**src/rtl/rip_pkg.sv**
```systemverilog
package rip_pkg;

  // Page class codes carried with each request
  typedef enum logic [1:0] {
    PG_PRIV   = 2'd0,
    PG_SHARED = 2'd1,
    PG_INSTR  = 2'd2,
    PG_RSVD   = 2'd3
  } page_cls_e;

  // Hop selected by (rid - A) mod 4
  typedef enum logic [1:0] {
    HOP_SELF  = 2'd0,
    HOP_LEFT  = 2'd1,
    HOP_DOWN  = 2'd2,
    HOP_RIGHT = 2'd3
  } hop_e;

  typedef enum logic [1:0] {
    SQ_IDLE  = 2'd0,
    SQ_FIRST = 2'd1,
    SQ_WAIT  = 2'd2,
    SQ_FALL  = 2'd3
  } seq_state_e;

  // Step a coordinate by delta on a ring of n positions
  function automatic int unsigned ring_step(input int unsigned v,
                                            input int signed delta,
                                            input int unsigned n);
    int signed s;
    s = int'(v) + delta + int'(n);
    return int'(s) % n;
  endfunction

  // Rotational hop from tile id and address selector
  function automatic hop_e hop_of(input logic [1:0] rid, input logic [1:0] sel);
    logic [1:0] d;
    d = rid - sel;
    return hop_e'(d);
  endfunction

endpackage

```
**src/rtl/rip_cluster_pick.sv**
```systemverilog
module rip_cluster_pick
  import rip_pkg::*;
#(
  parameter int MESH_X = 4,
  parameter int MESH_Y = 4,
  localparam int X_W = (MESH_X > 1) ? $clog2(MESH_X) : 1,
  localparam int Y_W = (MESH_Y > 1) ? $clog2(MESH_Y) : 1
) (
  input  logic [X_W-1:0] self_x,
  input  logic [Y_W-1:0] self_y,
  input  logic [1:0]     rid,
  input  logic [1:0]     sel,
  output hop_e           hop,
  output logic [X_W-1:0] pick_x,
  output logic [Y_W-1:0] pick_y
);

  logic [X_W-1:0] right_x, left_x;
  logic [Y_W-1:0] down_y;

  assign hop     = hop_of(rid, sel);
  assign right_x = X_W'(ring_step(int'(self_x), 1, MESH_X));
  assign left_x  = X_W'(ring_step(int'(self_x), -1, MESH_X));
  assign down_y  = Y_W'(ring_step(int'(self_y), 1, MESH_Y));

  always_comb begin
    pick_x = self_x;
    pick_y = self_y;
    unique case (hop)
      HOP_SELF:  ;
      HOP_LEFT:  pick_x = left_x;
      HOP_RIGHT: pick_x = right_x;
      HOP_DOWN:  pick_y = down_y;
    endcase
  end

endmodule

```
**src/rtl/rip_home_map.sv**
```systemverilog
module rip_home_map #(
  parameter int ADDR_W   = 32,
  parameter int HOME_LSB = 16,
  parameter int MESH_X   = 4,
  parameter int MESH_Y   = 4,
  localparam int X_W = (MESH_X > 1) ? $clog2(MESH_X) : 1,
  localparam int Y_W = (MESH_Y > 1) ? $clog2(MESH_Y) : 1
) (
  input  logic [ADDR_W-1:0] addr,
  output logic [X_W-1:0]    home_x,
  output logic [Y_W-1:0]    home_y
);

  logic [X_W-1:0] raw_x;
  logic [Y_W-1:0] raw_y;

  assign raw_x = addr[HOME_LSB +: X_W];
  assign raw_y = addr[HOME_LSB + X_W +: Y_W];

  generate
    if ((1 << X_W) == MESH_X) begin : g_x_pow2
      assign home_x = raw_x;
    end else begin : g_x_fold
      assign home_x = X_W'(int'(raw_x) % MESH_X);
    end
    if ((1 << Y_W) == MESH_Y) begin : g_y_pow2
      assign home_y = raw_y;
    end else begin : g_y_fold
      assign home_y = Y_W'(int'(raw_y) % MESH_Y);
    end
  endgenerate

endmodule

```
**src/rtl/rip_seq.sv**
```systemverilog
module rip_seq
  import rip_pkg::*;
#(
  parameter int X_W = 2,
  parameter int Y_W = 2
) (
  input  logic           clk,
  input  logic           rst_n,
  input  logic           req_valid,
  output logic           req_ready,
  input  logic           req_is_instr,
  input  logic [X_W-1:0] first_x,
  input  logic [Y_W-1:0] first_y,
  input  logic [X_W-1:0] home_x,
  input  logic [Y_W-1:0] home_y,
  output logic           dst_valid,
  input  logic           dst_ready,
  output logic [X_W-1:0] dst_x,
  output logic [Y_W-1:0] dst_y,
  output logic           dst_attempt,
  input  logic           rsp_valid,
  input  logic           rsp_hit,
  output logic           accept_evt,
  output logic           send_evt,
  output logic           hit_evt,
  output logic           miss_evt
);

  seq_state_e     state_q;
  logic           instr_q;
  logic [X_W-1:0] cur_x_q, fb_x_q;
  logic [Y_W-1:0] cur_y_q, fb_y_q;

  assign req_ready   = (state_q == SQ_IDLE);
  assign dst_valid   = (state_q == SQ_FIRST) || (state_q == SQ_FALL);
  assign dst_attempt = (state_q == SQ_FALL);
  assign dst_x       = cur_x_q;
  assign dst_y       = cur_y_q;

  assign accept_evt = req_valid && req_ready;
  assign send_evt   = dst_valid && dst_ready;
  assign hit_evt    = (state_q == SQ_WAIT) && rsp_valid && rsp_hit;
  assign miss_evt   = (state_q == SQ_WAIT) && rsp_valid && !rsp_hit;

  always_ff @(posedge clk) begin
    if (!rst_n) begin
      state_q <= SQ_IDLE;
      instr_q <= 1'b0;
      cur_x_q <= '0;
      cur_y_q <= '0;
      fb_x_q  <= '0;
      fb_y_q  <= '0;
    end else begin
      unique case (state_q)
        SQ_IDLE: if (accept_evt) begin
          state_q <= SQ_FIRST;
          instr_q <= req_is_instr;
          cur_x_q <= first_x;
          cur_y_q <= first_y;
          fb_x_q  <= home_x;
          fb_y_q  <= home_y;
        end
        SQ_FIRST: if (send_evt) begin
          state_q <= instr_q ? SQ_WAIT : SQ_IDLE;
        end
        SQ_WAIT: begin
          if (hit_evt) begin
            state_q <= SQ_IDLE;
          end else if (miss_evt) begin
            state_q <= SQ_FALL;
            cur_x_q <= fb_x_q;
            cur_y_q <= fb_y_q;
          end
        end
        SQ_FALL: if (send_evt) begin
          state_q <= SQ_IDLE;
        end
      endcase
    end
  end

endmodule

```
**src/rtl/rip_placement_unit.sv**
```systemverilog
module rip_placement_unit
  import rip_pkg::*;
#(
  parameter int ADDR_W = 32,
  parameter int OFS_W  = 6,
  parameter int SET_W  = 8,
  parameter int MESH_X = 4,
  parameter int MESH_Y = 4,
  localparam int SEL_LSB  = OFS_W + SET_W,
  localparam int HOME_LSB = SEL_LSB + 2,
  localparam int X_W = (MESH_X > 1) ? $clog2(MESH_X) : 1,
  localparam int Y_W = (MESH_Y > 1) ? $clog2(MESH_Y) : 1
) (
  input  logic              clk,
  input  logic              rst_n,
  input  logic [X_W-1:0]    tile_x,
  input  logic [Y_W-1:0]    tile_y,
  input  logic [1:0]        tile_rid,
  input  logic              req_valid,
  output logic              req_ready,
  input  logic [ADDR_W-1:0] req_addr,
  input  logic [1:0]        req_cls,
  output logic              dst_valid,
  input  logic              dst_ready,
  output logic [X_W-1:0]    dst_x,
  output logic [Y_W-1:0]    dst_y,
  output logic              dst_attempt,
  input  logic              rsp_valid,
  input  logic              rsp_hit
);

  page_cls_e      cls;
  hop_e           hop;
  logic [1:0]     sel;
  logic [X_W-1:0] clu_x, home_x, first_x;
  logic [Y_W-1:0] clu_y, home_y, first_y;
  logic           is_instr;
  logic           accept_evt, send_evt, hit_evt, miss_evt;

  assign cls      = page_cls_e'(req_cls);
  assign sel      = req_addr[SEL_LSB +: 2];
  assign is_instr = (cls == PG_INSTR);

  rip_cluster_pick #(.MESH_X(MESH_X), .MESH_Y(MESH_Y)) u_pick (
    .self_x (tile_x),
    .self_y (tile_y),
    .rid    (tile_rid),
    .sel    (sel),
    .hop    (hop),
    .pick_x (clu_x),
    .pick_y (clu_y)
  );

  rip_home_map #(.ADDR_W(ADDR_W), .HOME_LSB(HOME_LSB),
                 .MESH_X(MESH_X), .MESH_Y(MESH_Y)) u_home (
    .addr   (req_addr),
    .home_x (home_x),
    .home_y (home_y)
  );

  always_comb begin
    unique case (cls)
      PG_PRIV:  begin first_x = tile_x; first_y = tile_y; end
      PG_INSTR: begin first_x = clu_x;  first_y = clu_y;  end
      default:  begin first_x = home_x; first_y = home_y; end
    endcase
  end

  rip_seq #(.X_W(X_W), .Y_W(Y_W)) u_seq (
    .clk          (clk),
    .rst_n        (rst_n),
    .req_valid    (req_valid),
    .req_ready    (req_ready),
    .req_is_instr (is_instr),
    .first_x      (first_x),
    .first_y      (first_y),
    .home_x       (home_x),
    .home_y       (home_y),
    .dst_valid    (dst_valid),
    .dst_ready    (dst_ready),
    .dst_x        (dst_x),
    .dst_y        (dst_y),
    .dst_attempt  (dst_attempt),
    .rsp_valid    (rsp_valid),
    .rsp_hit      (rsp_hit),
    .accept_evt   (accept_evt),
    .send_evt     (send_evt),
    .hit_evt      (hit_evt),
    .miss_evt     (miss_evt)
  );

endmodule

```
**config.mk**
```make
export PLATFORM = sky130hd
export DESIGN_NAME = rip_placement_unit
export DESIGN_NICKNAME = d
export VERILOG_FILES = /design/src/rtl/rip_pkg.sv /design/src/rtl/rip_cluster_pick.sv /design/src/rtl/rip_home_map.sv /design/src/rtl/rip_seq.sv /design/src/rtl/rip_placement_unit.sv
export SDC_FILE = /design/constraint.sdc
export NUM_CORES = 1
export LEC_CHECK = 0
export BUFFER_PORTS_ARGS = -buffer_cell sky130_fd_sc_hd__clkbuf_2
export CORE_MARGIN = 5
export CORE_UTILIZATION = 40
export DETAILED_ROUTE_END_ITERATION = 16
export PLACE_DENSITY = 0.86
export SYNTH_ARGS = -nofsm -noshare
export SYNTH_HDL_FRONTEND = slang
export SYNTH_SLANG_ARGS = --single-unit
export TNS_END_PERCENT = 50
```
**constraint.sdc**
```tcl
create_clock -name clk -period 1.7 [get_ports clk]
set_input_delay 0 -clock clk [delete_from_list [all_inputs] [get_ports clk]]
set_output_delay 0 -clock clk [all_outputs]
set_load 0.005 [all_outputs]
```
==> Implementation_results.wiki, run 1 <==
{| class="wikitable"
! Metric !! Value
|-
| Number of distinct library cell variants in the gate-level netlist after synthesis || 28
|-
| Worst path depth || 3
|-
| Transition time at the pin with the least slew margin || ~0.50 ns
|-
| Layout cell share with drive strength beyond 1 || 30.3%
|-
| Power Dens Cells || between 700 and 800 nW/µm²
|-
| Slowest cell on crit path || sky130_fd_sc_hd__nor2b_1
|-
| EDFF count, synth || 0
|-
| Type of element capturing the critical path || register
|-
| Number of antenna violations at the first check in global routing || 0
|-
| Average wire per standard cell || 11.3 µm
|-
| Clock Sinks || 11
|-
| GRT Util Overall || 12.2%
|-
| Total detailed-routing wirelength || between 1 and 1.5 mm
|-
| Total iterations of the first detailed-routing run || 4
|-
| Net count of the finished layout || 157
|-
| Total cell area at the placement stage || 768 µm²
|-
| Post-synthesis area per instance || approximately 8.1 µm²
|-
| Via count of the first global-routing pass || 609
|-
| Top-area cell type share of the netlist area || a little over a third
|-
| Count of routing violations after the opening detailed-route iteration || 7
|-
| Flops & latches, synth || 11
|-
| Sequential cell area fraction in the yosys report || between 30% and 40%
|-
| Final worst path period share || 80.3%
|-
| Detailed-route DRC error count || 0
|-
| Maxcap violations || 0
|-
| Worst-case setup slack after placement || around 0.37 ns
|-
| Final setup violation count || 0
|-
| Final Critical Period || about 1.4 ns
|-
| Std cell rows || 14
|-
| Setup repair after global routing missed its margin || false
|-
| Clock tree skew after final layout || roughly 0.0020 ns
|-
| Vert. Die Dim || 49.7 µm
|-
| Largest driver fanout on the critical path || 7
|-
| Leakage power summed over all cells || just under 0.0004 µW
|-
| Half-perimeter wire length after placement || roughly 1.1 mm
|-
| Clock buffer count from CTS || 3
|-
| Post-Synthesis Net Count || between 100 and 150
|-
| Cell area after synthesis || roughly 630 µm²
|-
| Number of placed I/O pins || 53
|-
| # diodes || 0
|-
| Total buffers and inverters traversed by the critical path || 0
|-
| Synthesized netlist cell count || 78
|-
| Clock tree from TritonCTS || yes
|-
| Die area || about 2500 µm²
|-
| Antenna-violating nets left || 0
|-
| Top Family by Delay on Critical Path || simple AND/OR/NAND/NOR gates
|-
| Syn-to-layout area delta || 32.5%
|-
| Number of stages on the worst hold path || 2
|-
| Commonest register cell after synthesis || sky130_fd_sc_hd__dfxtp_1
|-
| Critical path arrival || ~1.5 ns
|-
| Worst min-delay path category || in -> reg
|-
| Routability cong. || 0.754
|-
| Clk pin slew, worst setup/hold paths || around 0.07 ns
|-
| Wire length of the first global-routing pass || 2.39 mm
|-
| Buffer cell driving the clock tree root || sky130_fd_sc_hd__clkbuf_4
|-
| Result of the run || complete, no violations
|-
| Startpoint type of the worst setup path || register
|-
| Final-report hold violation count || 0
|-
| Worst relative slew slack || 66.6%
|-
| Fraction of synthesis flops using an asynchronous set or reset pin || 0%
|-
| Vias || between 600 and 700
|-
| Initial Util || a little over two fifths
|-
| Critical Path RT || between 1.5 and 2 ns
|-
| Buffers inserted by post-CTS timing repair || 0
|-
| H-Tree Level Count || 1
|-
| Cell with the most instances after synthesis || sky130_fd_sc_hd__dfxtp_1
|-
| Synth warnings || 0
|-
| Largest area contributor in the synthesized netlist || sky130_fd_sc_hd__dfxtp_1
|-
| Largest cells by area after synthesis || sky130_fd_sc_hd__dfxtp_1, sky130_fd_sc_hd__a21oi_1, sky130_fd_sc_hd__nand2_1
|-
| Maximum number of pins on one net before global-route repair || 12
|-
| Top cells by instance count after synthesis || sky130_fd_sc_hd__dfxtp_1, sky130_fd_sc_hd__nand2_1, sky130_fd_sc_hd__a21oi_1
|-
| Final sum of negative setup slack || 0 ns
|-
| VDD IR-drop max || 0.634 mV
|-
| Max-slew violation total from the final report || 0
|-
| Clk Latency, worst-skew pair || around 0.27 ns
|-
| Number of cells on the worst reg-to-reg path || 3
|-
| Core area || between 1500 and 2000 µm²
|-
| Die width || about 50 µm
|-
| Final worst slack || between 0.3 and 0.4 ns
|-
| Largest stage delay on the critical path || 0.46 ns
|-
| Clock tree buffer depth || 2
|-
| Critical path type || reg -> reg
|-
| Resized cells post-CTS || 0
|-
| Ordered list of cells on the worst path || nor2b_1, mux2i_1, a21oi_1
|-
| Post-layout instance area || around 840 µm²
|-
| Vias/cell || just over 5
|-
| Top achievable clock speed || 733 MHz
|-
| Number of buffer cells added on primary ports || 26
|-
| Overflow after GRT || 0
|}
repair_timing:
item / CTS / global route
endpoints found under the setup margin: 0 / 0
endpoints found under the hold margin: 4 / 0
hold buffers: 4 / 0
flip-flops by register name, indices dropped and copies added (netlist names):
name and flops:
u_seq.dst_y 2, u_seq.fb_y_q 2, u_seq.instr_q 1, u_seq.state_q 2
u_seq.dst_x 2, u_seq.fb_x_q 2
final cells by class:
| class | count | area, µm² |
|---|---|---|
| Multi-Input combinational cell | 61 | 387 |
| Clock buffer | 3 | 22.5 |
| Fill cell | 144 | 671 |
| Timing Repair Buffer | 30 | 170 |
| Clock inverter | 1 | 5.00 |
| Tap cell | 16 | 20.0 |
| Sequential cell | 11 | 220 |
| Inverter | 3 | 11.3 |
report_power, final:
group	internal, µW	total [µW]	switching, µW
clock	87.0	176	88.9
combinational	70.9	138	66.6
sequential	275	286	10.9
total	433	599	166
through the flow:
stage	instances	util, %	hold slack, ns	total power (µW)
finish	125	55.5	0.0676	599
global route	125	55.5	0.0636	643
CTS	125	55.5	0.0656	604
detailed placement	117	51.0	0.262	423
global placement	117	51.0	0.256	418
floorplan	78	-	0.101	371
logic make-up after synthesis:
family	share of synthesized area, %
AOI/OAI and AO/OA	23.0
adders and majority gates	1.98
and+or+nand+nor	23.8
xor gates and xnor gates	9.33
muxes	3.17
DFF	34.9
buffers and inverters	3.77
cell usage in the layout, fill, tap and decap left out:
cell type and n:
sky130_fd_sc_hd__clkbuf_2 26, sky130_fd_sc_hd__dfxtp_1 11, sky130_fd_sc_hd__nand2_1 8, sky130_fd_sc_hd__a21oi_1 6
sky130_fd_sc_hd__nand3_1 5, sky130_fd_sc_hd__nor2b_1 4, sky130_fd_sc_hd__o21ai_0 4, sky130_fd_sc_hd__dlygate4sd3_1 4
sky130_fd_sc_hd__inv_1 3, sky130_fd_sc_hd__o21ai_1 3, sky130_fd_sc_hd__nor2_1 3, sky130_fd_sc_hd__a21boi_1 3
sky130_fd_sc_hd__xor2_1 3, sky130_fd_sc_hd__a31oi_1 3, sky130_fd_sc_hd__clkbuf_4 3, sky130_fd_sc_hd__and2_1 2
sky130_fd_sc_hd__nand2b_1 2, sky130_fd_sc_hd__nand3b_1 2, sky130_fd_sc_hd__o21a_1 2, sky130_fd_sc_hd__mux2i_1 2
sky130_fd_sc_hd__nor2_2 1, sky130_fd_sc_hd__a21oi_2 1, sky130_fd_sc_hd__nor3b_1 1, sky130_fd_sc_hd__xnor3_2 1
sky130_fd_sc_hd__xnor2_1 1, sky130_fd_sc_hd__nor3_1 1, sky130_fd_sc_hd__o31ai_1 1, sky130_fd_sc_hd__o211ai_1 1
sky130_fd_sc_hd__ha_1 1, sky130_fd_sc_hd__clkinv_2 1
final timing paths:
kind,from,to,slack (ns)
worst max register to register,u_seq.state_q[1],u_seq.dst_x[0],0.34
worst min register to register,u_seq.fb_x_q[0],u_seq.fb_x_q[0],0.46
worst min-delay path,rst_n,u_seq.state_q[0],0.07
worst max-delay path,u_seq.state_q[1],u_seq.dst_x[0],0.34
layer usage:
| metal | part of all wire (%) | up-vias | GRT usage (%) |
|---|---|---|---|
| li1 | - | 331 | - |
| met1 | 40 | 290 | 11.7 |
| met4 | 0 | 0 | 3.06 |
| met3 | 5.0 | 0 | 7.23 |
| met5 | 0 | - | 0 |
| met2 | 55 | 9 | 21.8 |
Power figures use the tool's default switching activity.
==> run 2: changes to the inputs <==
Settings changed: ABC_AREA set to 1, CORE_ASPECT_RATIO set to 1.25, CORE_UTILIZATION 40 to 38, PLACE_DENSITY 0.86 to 0.8.
Clock period 1.7 ns to 1.3 ns, I/O delays scaled along.
==> run 2 against run 1 <==
Compared with the run above: combinational power increased to 2.8 times the previous value; hold slack worse by 0.065 ns; non-clock buffer count up 1; clock skew up 0.0061 ns; die area grew 13%; flip-flop and latch count is the same; via count increased by 30%; total power increased by 75%; maximum frequency is 13% higher; synthesized area increased by 11%; wire length is 30% higher; register-to-register slack lost 0.24 ns; critical path type unchanged; largest cell class unchanged; largest power group unchanged; highest routed layer is now met4.
==> Implementation_results.wiki, run 2 <==
{| class="wikitable"
! Metric !! Value
|-
| Result of the run || complete, no violations
|-
| Layout cell share with drive strength beyond 1 || 32.2%
|-
| Clk Latency, worst-skew pair || roughly 0.27 ns
|-
| Initial Util || between 30% and 40%
|-
| Buffer cell driving the clock tree root || sky130_fd_sc_hd__clkbuf_4
|-
| Clock buffer count from CTS || 3
|-
| Final Critical Period || 1.21 ns
|-
| GRT Util Overall || 12.8%
|-
| Vert. Die Dim || 57.9 µm
|-
| Fraction of synthesis flops using an asynchronous set or reset pin || 0%
|-
| Net count of the finished layout || ~190
|-
| Clk pin slew, worst setup/hold paths || around 0.07 ns
|-
| Max-slew violation total from the final report || 0
|-
| Routability cong. || 0.787
|-
| Non-filler instance count after layout || ~160
|-
| Largest stage delay on the critical path || 0.38 ns
|-
| Core area || 1770 µm²
|-
| Top routing layer in use || met4
|-
| Number of buffer cells added on primary ports || 26
|-
| Die width || 48.3 µm
|-
| Total detailed-routing wirelength || about 1.8 mm
|-
| VDD IR-drop max || ~0.76 mV
|-
| Wire length of the first global-routing pass || 2.90 mm
|-
| Inst Count DP || around 160
|-
| Final worst slack || 0.0907 ns
|-
| Flops & latches, synth || 11
|-
| Number of placed I/O pins || 53
|-
| Final setup violation count || 0
|-
| Total iterations of the first detailed-routing run || 4
|-
| Transition time at the pin with the least slew margin || 0.215 ns
|-
| Commonest register cell after synthesis || sky130_fd_sc_hd__dfxtp_1
|-
| Std cell rows || 17
|-
| Critical Path RT || approximately 1.5 ns
|-
| Cell area after synthesis || 698 µm²
|-
| Ordered list of cells on the worst path || inv_4, nor2_8, nand2_2, o21ai_4, inv_4, a21oi_1, nand2_1, a21oi_1
|-
| Synthesized netlist cell count || roughly 110
|-
| Largest area contributor in the synthesized netlist || sky130_fd_sc_hd__dfxtp_1
|-
| Critical path type || reg -> reg
|-
| Via count of the first global-routing pass || around 750
|-
| Clock tree skew after final layout || slightly above 0.008 ns
|-
| Post-synthesis area per instance || about 6.4 µm²
|-
| Average wire per standard cell || between 10 and 15 µm
|-
| Metal2 WL || about 960 µm
|-
| Final sum of negative setup slack || 0 ns
|-
| Startpoint type of the worst setup path || register
|-
| Half-perimeter wire length after placement || between 1 and 1.5 mm
|-
| Largest cells by area after synthesis || sky130_fd_sc_hd__dfxtp_1, sky130_fd_sc_hd__a21oi_1, sky130_fd_sc_hd__nand2_1
|-
| Leakage power summed over all cells || ~0.00051 µW
|-
| Synth warnings || 0
|-
| H-Tree Level Count || 1
|-
| Overflow after GRT || 0
|-
| Vias || around 800
|-
| Cell with the most instances after synthesis || sky130_fd_sc_hd__nand2_1
|-
| Detailed-routed wire length on met3 || about 110 µm
|-
| Syn-to-layout area delta || 32.6%
|-
| Total cell area at the placement stage || roughly 870 µm²
|-
| Type of element capturing the critical path || register
|-
| Worst relative slew slack || between 80% and 90%
|-
| Top cells by instance count after synthesis || sky130_fd_sc_hd__nand2_1, sky130_fd_sc_hd__inv_1, sky130_fd_sc_hd__a21oi_1
|-
| Number of antenna violations at the first check in global routing || 0
|-
| Fill cell total of the finished layout || 181
|-
| Slowest cell on crit path || sky130_fd_sc_hd__dfxtp_4
|-
| Count of routing violations after the opening detailed-route iteration || 11
|-
| Worst-case setup slack after placement || roughly 0.010 ns
|-
| Antenna-violating nets left || 0
|-
| Critical path arrival || ~1.4 ns
|-
| Worst min-delay path category || in -> reg
|-
| Maximum number of pins on one net before global-route repair || 11
|-
| Final-report hold violation count || 0
|-
| Clock tree buffer depth || 2
|-
| R2r setup slk || ~0.091 ns
|-
| Number of distinct library cell variants in the gate-level netlist after synthesis || 22
|-
| Most common cell after layout, fill and taps aside || sky130_fd_sc_hd__clkbuf_2
|-
| Top-area cell type share of the netlist area || about a third
|-
| Maxcap violations || 0
|-
| Clock Sinks || 11
|-
| Sequential cell area fraction in the yosys report || 31.5%
|-
| Length of routed wiring on met1 || 732 µm
|-
| Hold buffers post-CTS || 0
|-
| Post-Synthesis Net Count || 156
|-
| Power Dens Cells || approximately 1100 nW/µm²
|-
| Detailed-route DRC error count || 0
|-
| Leading cell types in the layout, fill and taps excluded || sky130_fd_sc_hd__clkbuf_2, sky130_fd_sc_hd__nand2_1, sky130_fd_sc_hd__inv_1
|-
| EDFF count, synth || 0
|-
| Final worst path period share || 93.0%
|-
| Clock tree from TritonCTS || yes
|-
| Top achievable clock speed || 827 MHz
|-
| Largest driver fanout on the critical path || 6
|-
| Die area || approximately 2800 µm²
|-
| Vias/cell || slightly above 5
|-
| Post-layout instance area || 926 µm²
|-
| # diodes || 0
|}
run 2: cell types whose count changed in the layout (fill, tap and decap cells not counted), moves of 4 or more:
cell	change
sky130_fd_sc_hd__nor2b_1	-4
sky130_fd_sc_hd__dlygate4sd3_1	-4
sky130_fd_sc_hd__inv_1	+15
sky130_fd_sc_hd__nand2_1	+11
sky130_fd_sc_hd__a21oi_1	+9
sky130_fd_sc_hd__nor2_1	+7
sky130_fd_sc_hd__buf_4	+5
run 2: final timing paths:
| path | startpoint | endpoint | cells after the start |
|---|---|---|---|
| worst min-delay path | req_addr[16] | u_seq.fb_x_q[0] | 3 |
| worst min register to register | u_seq.fb_y_q[0] | u_seq.fb_y_q[0] | 2 |
| worst max register to register | u_seq.state_q[1] | u_seq.dst_y[0] | 8 |
| worst max-delay path | u_seq.state_q[1] | u_seq.dst_y[0] | 8 |
run 2: repair_timing:
item | 4_1_cts | 5_1_grt
pin swaps | 0 | 1
setup buffers | 0 | 2
resized for setup | 1 | 5
endpoints found under the setup margin | 2 | 5
gates cloned | 0 | 0
run 2: kinds of logic after synthesis:
family	count (synthesis)	synth area share, %
buf+inv	23	12.4
compound gates	31	24.9
fa+ha+maj	1	1.79
flops	11	31.5
simple gates	43	29.4
run 2: report_power, final:
| part | internal (µW) | switching, µW | total, µW | leakage (µW) |
|---|---|---|---|---|
| clock network | 114 | 112 | 225 | 0.0000177 |
| logic | 175 | 217 | 392 | 0.000397 |
| registers | 390 | 39.2 | 429 | 0.0000922 |
run 2: final cells by class:
cell class | instances | area [µm²] | area share [%]
clock buffer | 3 | 22.5 | 2.43
clock inverter | 1 | 5.00 | 0.541
inverter | 22 | 87.6 | 9.46
multi-input combinational | 75 | 392 | 42.3
sequential | 11 | 228 | 24.6
tap | 19 | 23.8 | 2.57
timing repair buffer | 31 | 168 | 18.1
run 2: critical path, delay by kind of cell (launching register included):
kind	cells	cell delay, ns
AOI/OAI and AO/OA	3	0.39
DFF	1	0.38
and+or+nand+nor	3	0.26
buffers and inverters	2	0.12
run 2: metal layers:
metal / up-vias / GRT usage (%)
met5: - / 0
met2: 28 / 22.0
met1: 362 / 14.2
li1: 426 / -
met3: 4 / 2.31
met4: 0 / 8.30
run 2: through the flow:
stage,hold slack [ns],utilization [%],power [µW]
2_1_floorplan,0.105,-,655
3_3_place_gp,0.268,49.3,783
3_5_place_dp,0.279,49.3,800
4_1_cts,0.00463,51.0,1020
5_1_grt,0.0154,52.4,1130
6_report,0.00233,52.4,1050
